[config.mk]
export PLATFORM = sky130hd
export DESIGN_NAME = gpio_irq_ctrl
export DESIGN_NICKNAME = d
export VERILOG_FILES = /design/src/rtl/gpio_irq_pkg.sv /design/src/rtl/gpio_irq_sync.sv /design/src/rtl/gpio_irq_edge.sv /design/src/rtl/gpio_irq_merge.sv /design/src/rtl/gpio_irq_ctrl.sv
export SDC_FILE = /design/constraint.sdc
export NUM_CORES = 1
export LEC_CHECK = 0
export BUFFER_PORTS_ARGS = -buffer_cell sky130_fd_sc_hd__buf_4
export CORE_ASPECT_RATIO = 1.2
export CORE_MARGIN = 2
export CORE_UTILIZATION = 60
export DETAILED_ROUTE_END_ITERATION = 6
export PLACE_DENSITY = 0.82
export SLEW_MARGIN = 20
export SYNTH_ARGS = -nofsm -noshare
export SYNTH_HDL_FRONTEND = slang
export SYNTH_SLANG_ARGS = --single-unit
[constraint.sdc]
create_clock -name clk -period 2.8 [get_ports clk]
set_input_delay 0.28 -clock clk [delete_from_list [all_inputs] [get_ports clk]]
set_output_delay 0.28 -clock clk [all_outputs]
set_load 0.05 [all_outputs]
[src/rtl/gpio_irq_pkg.sv]
package gpio_irq_pkg;

    localparam int unsigned NUM_PINS   = 32;
    localparam int unsigned GROUP_SIZE = 8;
    localparam int unsigned NUM_GROUPS = NUM_PINS / GROUP_SIZE;
    localparam int unsigned ADDR_W     = 5;
    localparam int unsigned SYNC_DEPTH = 2;

    typedef enum logic [ADDR_W-1:0] {
        OFS_DIR   = 5'h00,
        OFS_POL   = 5'h04,
        OFS_DIN   = 5'h08,
        OFS_ECAU  = 5'h0C,
        OFS_EMSK  = 5'h10,
        OFS_LMSK  = 5'h14
    } reg_ofs_e;

    typedef struct packed {
        logic dir;
        logic pol;
        logic ecau;
        logic emsk;
        logic lmsk;
    } wr_sel_t;

    function automatic wr_sel_t decode_write(input logic we, input logic [ADDR_W-1:0] a);
        wr_sel_t s;
        s.dir  = we && (a == OFS_DIR);
        s.pol  = we && (a == OFS_POL);
        s.ecau = we && (a == OFS_ECAU);
        s.emsk = we && (a == OFS_EMSK);
        s.lmsk = we && (a == OFS_LMSK);
        return s;
    endfunction

endpackage

[src/rtl/gpio_irq_sync.sv]
module gpio_irq_sync #(
    parameter int unsigned WIDTH  = 32,
    parameter int unsigned STAGES = 2
) (
    input  logic             clk,
    input  logic             rst,
    input  logic [WIDTH-1:0] d,
    output logic [WIDTH-1:0] q
);
    logic [WIDTH-1:0] stage_q [STAGES];

    for (genvar s = 0; s < STAGES; s++) begin : g_stage
        if (s == 0) begin : g_first
            always_ff @(posedge clk) begin
                if (rst) stage_q[s] <= '0;
                else     stage_q[s] <= d;
            end
        end else begin : g_next
            always_ff @(posedge clk) begin
                if (rst) stage_q[s] <= '0;
                else     stage_q[s] <= stage_q[s-1];
            end
        end
    end

    assign q = stage_q[STAGES-1];
endmodule

[src/rtl/gpio_irq_edge.sv]
module gpio_irq_edge #(
    parameter int unsigned WIDTH = 32
) (
    input  logic             clk,
    input  logic             rst,
    input  logic [WIDTH-1:0] data_in,
    input  logic [WIDTH-1:0] in_en,
    input  logic             clr_we,
    input  logic [WIDTH-1:0] clr_keep,
    output logic [WIDTH-1:0] cause_q
);
    logic [WIDTH-1:0] prev_q;
    logic [WIDTH-1:0] rise;
    logic [WIDTH-1:0] kept;

    always_comb begin
        rise = data_in & ~prev_q & in_en;
        kept = clr_we ? (cause_q & clr_keep) : cause_q;
    end

    always_ff @(posedge clk) begin
        if (rst) begin
            prev_q  <= '0;
            cause_q <= '0;
        end else begin
            prev_q  <= data_in;
            cause_q <= kept | rise;
        end
    end
endmodule

[src/rtl/gpio_irq_merge.sv]
module gpio_irq_merge #(
    parameter int unsigned WIDTH = 32,
    parameter int unsigned GROUP = 8,
    localparam int unsigned NGRP = WIDTH / GROUP
) (
    input  logic             clk,
    input  logic             rst,
    input  logic [WIDTH-1:0] level_on,
    input  logic [WIDTH-1:0] edge_on,
    output logic [NGRP-1:0]  grp_q
);
    logic [WIDTH-1:0] any_on;
    assign any_on = level_on | edge_on;

    for (genvar g = 0; g < NGRP; g++) begin : g_grp
        always_ff @(posedge clk) begin
            if (rst) grp_q[g] <= 1'b0;
            else     grp_q[g] <= |any_on[g*GROUP +: GROUP];
        end
    end
endmodule

[src/rtl/gpio_irq_ctrl.sv]
module gpio_irq_ctrl
    import gpio_irq_pkg::*;
#(
    parameter int unsigned N_PINS  = NUM_PINS,
    parameter int unsigned GRP_SZ  = GROUP_SIZE,
    parameter int unsigned N_SYNC  = SYNC_DEPTH,
    localparam int unsigned N_GRP  = N_PINS / GRP_SZ
) (
    input  logic              clk,
    input  logic              rst,
    input  logic [N_PINS-1:0] pin_in,
    input  logic              bus_we,
    input  logic [ADDR_W-1:0] bus_addr,
    input  logic [N_PINS-1:0] bus_wdata,
    output logic [N_PINS-1:0] bus_rdata,
    output logic [N_GRP-1:0]  irq_grp
);
    logic [N_PINS-1:0] dir_q, pol_q, emsk_q, lmsk_q;
    logic [N_PINS-1:0] pin_sync, data_in, edge_cause_q;
    logic [N_PINS-1:0] level_on, edge_on;
    wr_sel_t           wsel;

    assign wsel = decode_write(bus_we, bus_addr);

    always_ff @(posedge clk) begin
        if (rst) begin
            dir_q  <= '1;
            pol_q  <= '0;
            emsk_q <= '0;
            lmsk_q <= '0;
        end else begin
            if (wsel.dir)  dir_q  <= bus_wdata;
            if (wsel.pol)  pol_q  <= bus_wdata;
            if (wsel.emsk) emsk_q <= bus_wdata;
            if (wsel.lmsk) lmsk_q <= bus_wdata;
        end
    end

    gpio_irq_sync #(.WIDTH(N_PINS), .STAGES(N_SYNC)) u_sync (
        .clk (clk),
        .rst (rst),
        .d   (pin_in),
        .q   (pin_sync)
    );

    assign data_in = pin_sync ^ pol_q;

    gpio_irq_edge #(.WIDTH(N_PINS)) u_edge (
        .clk      (clk),
        .rst      (rst),
        .data_in  (data_in),
        .in_en    (dir_q),
        .clr_we   (wsel.ecau),
        .clr_keep (bus_wdata),
        .cause_q  (edge_cause_q)
    );

    assign level_on = data_in & lmsk_q & dir_q;
    assign edge_on  = edge_cause_q & emsk_q;

    gpio_irq_merge #(.WIDTH(N_PINS), .GROUP(GRP_SZ)) u_merge (
        .clk      (clk),
        .rst      (rst),
        .level_on (level_on),
        .edge_on  (edge_on),
        .grp_q    (irq_grp)
    );

    always_comb begin
        unique case (bus_addr)
            OFS_DIR:  bus_rdata = dir_q;
            OFS_POL:  bus_rdata = pol_q;
            OFS_DIN:  bus_rdata = data_in;
            OFS_ECAU: bus_rdata = edge_cause_q;
            OFS_EMSK: bus_rdata = emsk_q;
            OFS_LMSK: bus_rdata = lmsk_q;
            default:  bus_rdata = '0;
        endcase
    end
endmodule

==> run_results.csv, run 1 <==
group,metric,value,unit
finish,postLayoutCoreUtil,0.7283,
worst_setup_path,cp_common_cell,"buf_4",
grt,grt_usage,0.3110,
sta,setup_slack,0.4284,ns
worst_setup_path,critical_path.cell_chain,"buf_4, nand2b_1, buf_4, o21ai_0, a32oi_1, nand3_1, buf_4",
detailed_routing,ant_nets,0,
clock_tree,cts_sinks,260,
finish,stdcell_count,1584,
worst_setup_path,crit_fanout,19,
sta,finalCritPeriodShare,0.8470,
worst_setup_path,r2r_slack,1.39,ns
sta,setup_viol,0,
floorplanning,rows,53,
finish,drive_gt1_frac,0.1510,
yosys,ys_seq_area_frac,0.4952,
sta,drv_slew,0,
clock_tree,cts_tree,"done",
clock_tree,post_cts_resized,0,
clock_tree,h-tree-depth,1,
outcome,outcome,"finished clean",
sta,clock.fmax,421.7,MHz
yosys,syn_area,0.01051,sq mm
finish,nets,1419,
yosys,ys.flop_type,"dfxtp_1",
floorplanning,die_height,149.0,um
yosys,yosys_warnings,0,
clock_tree,numCtsBuffers,25,
clock_tree,postCtsSetupRepairBufs,0,
clock_tree,cts_hold_buf,30,
detailed_routing,drt_iter0_markers,1128,
worst_setup_path,worst-r2r-cell-count,4,
worst_setup_path,start_kind,"input port",
worst_setup_path,endpoint_kind,"output port",
worst_setup_path,regToRegStartpoint,"pol_q[0]",
sta,finClkSkew,0.008502,ns
grt,grt_max_degree,93,
yosys,avgSynthCellArea,8.538,sq um
sta,fin_crit,2.372,ns
worst_setup_path,path_buf_inv,3,
finish,syn_to_final_growth,20.39,%
floorplanning,start_util,0.6049,
floorplanning,die_w,124.8,um
placed_design,preCtsSetupSlack,0.5051,ns
finish,diodes,0,
sta,rsz0062_at_grt,"no",
yosys,synthesis.nets,1303,
placed_design,gp_congestion,0.8771,
yosys,syn_inst,1231,
sta,hold_viol_final,0,
yosys,ys_ff_latch,260,
grt,antenna_found_initial,0,
grt,grt.overflow.total,0,
pwr,p_per_area,611.7,mW/mm^2
placed_design,portBuffers,107,
worst_setup_path,crit_required,2.52,ns
floorplanning,core_area,0.01737,sq mm
detailed_routing,via_per_inst,6.161,
placed_design,post-place-cells,1510,
finish,final_common_cell,"nand2_1",
worst_setup_path,crit_path_max_incr_delay,0.46,ns
yosys,yosysUniqueCellTypes,39,
yosys,synth-edff-count,0,
detailed_routing,vias,9759,
detailed_routing,drc,0,
yosys,synth_top_area_frac,0.4952,
detailed_routing,firstDrtPassIters,6,
placed_design,post-dp-hpwl,19240,um
floorplanning,fp.dieArea,0.01860,sq mm
detailed_routing,wl,29960,um
hold_path,holdPathEnd,"u_sync.stage_q[0][12]",
yosys,async_flop_share,0,
grt,grt_pass1_wl,47390,um
pwr,leakage,4.851,nW
hold_path,min_from,"pin_in[12]",
sta,fin_setup_tns,0,ns
floorplanning,io_pins,108,
clock_tree,max-clock-path-buffers,3,
worst_setup_path,critPathSlowestCell,"nand2b_1",
pwr,peakVddDrop,0.4592,mV
grt,grt_pass1_vias,9472,
worst_setup_path,cp_data_arrival_time,2.09,ns
clock_tree,clk_latency,0.53,ns
clock_tree,root_buffer,"clkbuf_16",
detailed_routing,wl_per_cell,18.92,um
pwr,total_power,0.007740,W
worst_setup_path,crit_family,"buffers and inverters",
clock_tree,clkSlewWorstSetupHoldPaths,0.06,ns
job,maxCapViolations,0,
finish,final_cell_mix,"273 x nand2_1, 260 x dfxtp_1, 142 x buf_4",
yosys,yosys.area.top_type,"dfxtp_1",
sta,relSlewSlack,0.5922,
yosys,ys_top_cells_by_area,"dfxtp_1 50%, nand2_1 9.8%, a21oi_1 6.1%",
hold_path,hp-class,"input port to register",
worst_setup_path,r2r_end,"u_merge.grp_q[0]",
sta,worst_pin_slew,0.6117,ns
hold_path,hold_depth,2,
worst_setup_path,path_class,"input port to output port",
[report_power, final]
group / switching, W / leakage [nW] / internal (W) / total (W)
Clock: 0.00141 / 0.405 / 0.00193 / 0.00334
Combinational: 0.000307 / 2.33 / 0.000230 / 0.000537
Sequential: 0.0000661 / 2.12 / 0.00380 / 0.00387
Total: 0.00178 / 4.85 / 0.00596 / 0.00774
[Yosys cell counts, types with 8 or more instances]
| cell type | count |
|---|---|
| a32oi_1 | 55 |
| dfxtp_1 | 260 |
| o21ai_0 | 60 |
| xor2_1 | 20 |
| nand2_1 | 273 |
| buf_2 | 35 |
| clkbuf_1 | 48 |
| a221oi_1 | 12 |
| or3b_2 | 12 |
| xnor2_1 | 12 |
| a22oi_1 | 32 |
| nand3b_1 | 52 |
| nand3_1 | 41 |
| and3_1 | 12 |
| a31oi_1 | 8 |
| a22o_1 | 8 |
| a21oi_1 | 128 |
| inv_1 | 28 |
| nor2b_1 | 85 |
| nor2_1 | 15 |
[worst register-to-register path: cells and delay by family, from the launching register on]
kind / cells / cell delay [ns]
XOR/XNOR: 1 / 0.26
flip-flops: 1 / 0.40
AO/OA/AOI/OAI: 1 / 0.26
AND/OR/NAND/NOR: 2 / 0.40
[flip-flops by register name, summed over array words and instances, names as in the netlist]
name            count
u_edge.prev_q      32
u_sync.stage_q     64
emsk_q             32
u_edge.cause_q     32
lmsk_q             32
pol_q              32
dir_q              32
u_merge.grp_q       4
[kinds of logic (layout without fill, tap and decap cells)]
| logic type | Yosys count | count (layout) | share of synthesized area |
|---|---|---|---|
| simple gates | 507 | 507 | 0.2402 |
| compound gates | 313 | 313 | 0.1867 |
| buf+inv | 115 | 248 | 0.04738 |
| xor+xnor | 32 | 32 | 0.02667 |
| flops | 260 | 260 | 0.4952 |
| mux | 4 | 4 | 0.003810 |
[routing by layer]
metal | wire length [um] | GRT usage
met3 | 2482 | 0.04555
met5 | 0 | 0
met1 | 11380 | 0.3789
met4 | 1324 | 0.1583
met2 | 14780 | 0.5393
[per-stage QoR]
stage	cell area, sq um	hold slack, ns
2_1_floorplan	10510	0.4008
3_3_place_gp	11540	0.4169
3_5_place_dp	11540	0.4231
4_1_cts	12650	0.0001768
5_1_grt	12650	0.007025
6_report	12650	0.005128
[how the worst max path moves through the flow]
stage | startpoint | to | slack [ns] | depth (start not counted)
after global routing | bus_addr[4] | bus_rdata[22] | 0.38 | 7
after floorplan | bus_addr[4] | bus_rdata[10] | 0.86 | 6
after CTS | bus_addr[4] | bus_rdata[22] | 0.48 | 7
after detailed placement | bus_addr[4] | bus_rdata[15] | 0.51 | 7
final | bus_addr[2] | bus_rdata[10] | 0.43 | 7
after global placement | bus_addr[4] | bus_rdata[29] | 0.55 | 7
[final cells by class]
class | instances | area, sq um
flip-flops and latches | 260 | 5205
multi-input cells | 856 | 4822
fillers | 1297 | 4721
repair buffers | 176 | 1438
clock buffers | 32 | 691.9
well taps | 220 | 275.3
clock inverters | 12 | 116.4
inverters | 28 | 105.1
(Power assumes the default switching activity.)
==> inputs of run 2 (changes only) <==
--- a/config.mk
+++ b/config.mk
@@ -8,9 +8,9 @@
 export BUFFER_PORTS_ARGS = -buffer_cell sky130_fd_sc_hd__buf_4
 export CORE_ASPECT_RATIO = 1.2
 export CORE_MARGIN = 2
-export CORE_UTILIZATION = 60
+export CORE_UTILIZATION = 53
 export DETAILED_ROUTE_END_ITERATION = 6
-export PLACE_DENSITY = 0.82
+export PLACE_DENSITY = 0.77
 export SLEW_MARGIN = 20
 export SYNTH_ARGS = -nofsm -noshare
 export SYNTH_HDL_FRONTEND = slang
==> constraint.sdc (replaced) <==
create_clock -name clk -period 2.03 [get_ports clk]
set_input_delay 0.203 -clock clk [delete_from_list [all_inputs] [get_ports clk]]
set_output_delay 0.203 -clock clk [all_outputs]
set_load 0.05 [all_outputs]
==> run 2 against run 1 <==
First-iteration DRC count fell by 23%. Global-route usage fell by 2.4 points. Sequential power rose by 38%. Cell count rose by 5.6%. Sequential share of layout area fell by 2.2 points. Die area rose by 13%.
==> run_results.csv, run 2 (same netlist as run 1, synthesis figures left out) <==
group,metric,value,unit
outcome,outcome,"finished clean",
sta,rsz0062_at_grt,"no",
clock_tree,numCtsBuffers,27,
floorplanning,fp.dieArea,0.02098,sq mm
floorplanning,io_pins,108,
detailed_routing,via_per_inst,5.882,
finish,syn_to_final_growth,27.25,%
clock_tree,clk_latency,0.53,ns
job,maxCapViolations,0,
finish,drive_gt1_frac,0.1572,
pwr,peakVddDrop,0.7441,mV
worst_setup_path,path_class,"register to output port",
worst_setup_path,endpoint_kind,"output port",
hold_path,hp-class,"input port to register",
grt,grt_usage,0.2871,
grt,antenna_found_initial,0,
placed_design,portBuffers,107,
sta,worst_pin_slew,0.5499,ns
sta,fin_crit,1.958,ns
pwr,p_per_area,850.4,mW/mm^2
placed_design,preCtsSetupSlack,0.07668,ns
worst_setup_path,worst-r2r-cell-count,4,
worst_setup_path,cp_data_arrival_time,1.76,ns
finish,diodes,0,
floorplanning,rows,56,
placed_design,gp_congestion,0.8840,
clock_tree,clkSlewWorstSetupHoldPaths,0.06,ns
detailed_routing,drt_iter0_markers,869,
worst_setup_path,start_kind,"register",
grt,grt_max_degree,69,
hold_path,hold_depth,2,
grt,grt.overflow.total,0,
clock_tree,postCtsSetupRepairBufs,0,
clock_tree,h-tree-depth,1,
sta,setup_slack,0.07153,ns
finish,nets,1464,
detailed_routing,wl_per_cell,18.58,um
floorplanning,start_util,0.5396,
floorplanning,die_w,132.6,um
worst_setup_path,crit_required,1.83,ns
sta,fin_setup_tns,0,ns
clock_tree,cts_sinks,260,
finish,max_flop_register,"u_sync.stage_q",
clock_tree,root_buffer,"clkbuf_16",
finish,postLayoutCoreUtil,0.6866,
sta,finalCritPeriodShare,0.9648,
floorplanning,die_height,158.3,um
sta,setup_viol,0,
detailed_routing,firstDrtPassIters,5,
sta,hold_viol_final,0,
detailed_routing,wl,31090,um
worst_setup_path,crit_fanout,4,
finish,final_cell_mix,"273 x nand2_1, 260 x dfxtp_1, 142 x buf_4",
sta,drv_slew,0,
finish,final_common_cell,"nand2_1",
pwr,leakage,5.125,nW
detailed_routing,drc,0,
clock_tree,max-clock-path-buffers,3,
sta,finClkSkew,0.009152,ns
floorplanning,core_area,0.01948,sq mm
detailed_routing,ant_nets,0,
grt,grt_pass1_vias,9462,
detailed_routing,vias,9840,
sta,clock.fmax,510.6,MHz
placed_design,post-dp-hpwl,19820,um
finish,n_fill_cell,1530,
grt,grt_pass1_wl,48520,um
clock_tree,cts_tree,"done",
sta,relSlewSlack,0.6334,
finish,largest_register_ffs,64,
-- run 2: layout make-up --
type | instances | area (sq um) | area share
Clock buffer | 36 | 769.5 | 0.05754
Clock inverter | 13 | 180.2 | 0.01347
Inverter | 28 | 105.1 | 0.007859
Multi-Input combinational cell | 856 | 4830 | 0.3611
Sequential cell | 260 | 5205 | 0.3892
Tap cell | 261 | 326.6 | 0.02442
Timing Repair Buffer | 219 | 1958 | 0.1464
-- run 2: per-layer routing --
metal  vias up  part of all wire  wire (um)  global-route usage
met2       469              0.49      15120              0.4996
li1       4594                 -          -                   -
met4         0             0.037       1141              0.1306
met1      4686              0.40      12330              0.3508
met5         -                 0          0                   0
met3        91             0.080       2496             0.04712
-- run 2: worst paths after layout --
kind	start	end	slack, ns
setup / recovery	pol_q[12]	bus_rdata[12]	0.07
hold / removal	rst	u_edge.prev_q[10]	0.10
setup reg to reg	u_edge.cause_q[20]	u_merge.grp_q[2]	0.61
hold reg to reg	u_sync.stage_q[0][9]	u_sync.stage_q[1][9]	0.43
-- run 2: stage by stage --
| step | std cells | cell area, sq um | total power, W | hold WS (ns) |
|---|---|---|---|---|
| after global placement | 1560 | 11780 | 0.006140 | 0.4128 |
| final | 1673 | 13370 | 0.01137 | 0.1042 |
| after floorplan | 1231 | 10510 | 0.005813 | 0.3238 |
| after detailed placement | 1560 | 11780 | 0.006157 | 0.4177 |
| after global routing | 1673 | 13370 | 0.01171 | 0.1155 |
| after CTS | 1673 | 13370 | 0.01141 | 0.1005 |
-- run 2: power breakdown --
part           internal, W  total [W]  switching [W]
logic             0.000380   0.000829       0.000449
clock network      0.00317    0.00521        0.00204
registers          0.00524    0.00533      0.0000912
-- run 2: worst max-delay path: stages, from the launching register on --
cell and delay (ns):
dfxtp_1 0.39, xor2_1 0.37, a22oi_1 0.13, nand2_1 0.13, buf_4 0.21
-- run 2: what timing repair did --
item / 4_1_cts / 5_1_grt
hold buffers: 64 / 0
gates resized for setup: 0 / 2
setup endpoints to repair: 0 / 4
hold endpoints to repair: 162 / 0
==> inputs of run 3 (changes only) <==
--- a/config.mk
+++ b/config.mk
@@ -5,9 +5,8 @@
 export SDC_FILE = /design/constraint.sdc
 export NUM_CORES = 1
 export LEC_CHECK = 0
-export BUFFER_PORTS_ARGS = -buffer_cell sky130_fd_sc_hd__buf_4
+export BUFFER_PORTS_ARGS = -buffer_cell sky130_fd_sc_hd__buf_2
 export CORE_ASPECT_RATIO = 1.2
-export CORE_MARGIN = 2
 export CORE_UTILIZATION = 53
 export DETAILED_ROUTE_END_ITERATION = 6
 export PLACE_DENSITY = 0.77
==> run 3 against run 2 <==
Register-to-register slack improved by 0.03 ns. Sequential power about the same. Sequential cell count is the same. Maximum frequency is 1.4% lower. Power shrank 5.2%. Worst setup slack worse by 0.027 ns. Count of clock-buffer cells in the layout rose by 4. Clock skew increased by 0.0010 ns. Highest routed layer unchanged.
==> run_results.csv, run 3 (same netlist as run 1, synthesis figures left out) <==
group,metric,value,unit
grt,grt_max_degree,83,
floorplanning,rows,56,
grt,antenna_found_initial,1,
grt,grt.overflow.total,0,
worst_setup_path,cp_data_arrival_time,1.78,ns
worst_setup_path,critical_path.cell_chain,"buf_2, or3b_1, nor2_2, buf_4, a22oi_1, nand3_1, buf_2",
worst_setup_path,cp_common_cell,"buf_2",
placed_design,post-place-cells,1559,
floorplanning,core_area,0.01948,sq mm
clock_tree,clk_latency,0.53,ns
clock_tree,clkSlewWorstSetupHoldPaths,0.06,ns
detailed_routing,wl,30120,um
outcome,outcome,"finished clean",
worst_setup_path,cp.depth,7,
worst_setup_path,worst-r2r-cell-count,4,
floorplanning,fp.dieArea,0.02040,sq mm
grt,grt_usage,0.2983,
worst_setup_path,path_class,"input port to output port",
clock_tree,cts_sinks,260,
finish,largest_register_ffs,64,
placed_design,post-dp-hpwl,19370,um
clock_tree,h-tree-depth,1,
detailed_routing,wl_per_cell,18.05,um
hold_path,hp-class,"input port to register",
floorplanning,die_height,156.3,um
finish,final_cell_mix,"273 x nand2_1, 260 x dfxtp_1, 128 x a21oi_1",
worst_setup_path,r2r_end,"u_merge.grp_q[1]",
detailed_routing,via_per_inst,5.817,
sta,fin_crit,1.985,ns
finish,syn_to_final_growth,23.44,%
detailed_routing,drt_iter0_markers,880,
detailed_routing,firstDrtPassIters,5,
worst_setup_path,crit_path_max_incr_delay,0.46,ns
finish,drive_gt1_frac,0.1507,
sta,finalCritPeriodShare,0.9781,
clock_tree,root_buffer,"clkbuf_16",
sta,setup_viol,0,
floorplanning,io_pins,108,
worst_setup_path,critPathSlowestCell,"or3b_1",
clock_tree,cts_tree,"done",
sta,relSlewSlack,0.7547,
floorplanning,die_w,130.6,um
job,maxCapViolations,0,
placed_design,gp_congestion,0.8926,
worst_setup_path,regToRegStartpoint,"pol_q[14]",
pwr,leakage,4.999,nW
sta,hold_viol_final,0,
hold_path,min_from,"rst",
placed_design,portBuffers,107,
pwr,peakVddDrop,0.7825,mV
worst_setup_path,endpoint_kind,"output port",
sta,clock.fmax,503.7,MHz
sta,rsz0062_at_grt,"yes",
sta,finClkSkew,0.01018,ns
finish,stdcell_count,1669,
detailed_routing,vias,9708,
finish,max_flop_register,"u_sync.stage_q",
floorplanning,start_util,0.5396,
worst_setup_path,crit_fanout,9,
grt,grt_pass1_wl,47860,um
detailed_routing,ant_nets,0,
clock_tree,postCtsSetupRepairBufs,0,
hold_path,hold_depth,2,
worst_setup_path,r2r_slack,0.64,ns
worst_setup_path,crit_required,1.83,ns
finish,final_common_cell,"nand2_1",
clock_tree,max-clock-path-buffers,3,
detailed_routing,drc,0,
sta,fin_setup_tns,0,ns
worst_setup_path,crit_family,"simple AND/OR/NAND/NOR gates",
clock_tree,numCtsBuffers,26,
sta,drv_slew,0,
grt,grt_pass1_vias,9457,
sta,worst_pin_slew,0.3680,ns
finish,nets,1462,
hold_path,holdPathEnd,"u_edge.prev_q[9]",
worst_setup_path,path_buf_inv,3,
pwr,p_per_area,831.3,mW/mm^2
worst_setup_path,start_kind,"input port",
run 3: stage by stage:
step | setup WS (ns) | instance area (sq um) | total power, W | util | hold slack, ns
floorplan | 0.2434 | 10510 | 0.005813 | - | 0.3238
global placement | 0.06356 | 11470 | 0.006078 | 0.5886 | 0.4098
detailed placement | 0.03742 | 11470 | 0.006094 | 0.5886 | 0.4159
CTS | 0.02472 | 12950 | 0.01083 | 0.6646 | 0.01443
global route | -0.0007715 | 12970 | 0.01113 | 0.6660 | 0.03705
finish | 0.04452 | 12970 | 0.01078 | 0.6660 | 0.03105
run 3: worst max path at each step:
stage / start / end / slack [ns]
3_5_place_dp: bus_addr[4] / bus_rdata[31] / 0.04
3_3_place_gp: bus_addr[1] / bus_rdata[21] / 0.06
5_1_grt: bus_addr[1] / bus_rdata[18] / -0.0008
2_1_floorplan: bus_addr[4] / bus_rdata[10] / 0.24
6_report: bus_addr[1] / bus_rdata[14] / 0.04
4_1_cts: bus_addr[4] / bus_rdata[31] / 0.02
run 3: final cells by class:
type                    count  area [sq um]
fillers                  1609          6505
flip-flops and latches    260          5205
multi-input cells         856          4827
repair buffers            218          1668
clock buffers              40         784.5
well taps                 261         326.6
inverters                  28         105.1
clock inverters             5         55.05
diodes                      1         2.502
run 3: report_power, final:
part	switching, W	internal (W)
combinational	0.000436	0.000330
sequential	0.0000899	0.00524
clock	0.00192	0.00277
run 3: metal layers:
layer | vias to the layer above | track usage | part of all wire
li1 | 4583 | - | -
met1 | 4574 | 0.3674 | 0.40
met2 | 441 | 0.5006 | 0.47
met3 | 110 | 0.04855 | 0.077
met4 | 0 | 0.1483 | 0.045
met5 | - | 0 | 0
run 3: repair_timing:
action	in CTS	in global routing
endpoints found under the setup margin	0	17
endpoints found under the hold margin	159	0
gates resized for setup	0	9
hold buffers	64	0
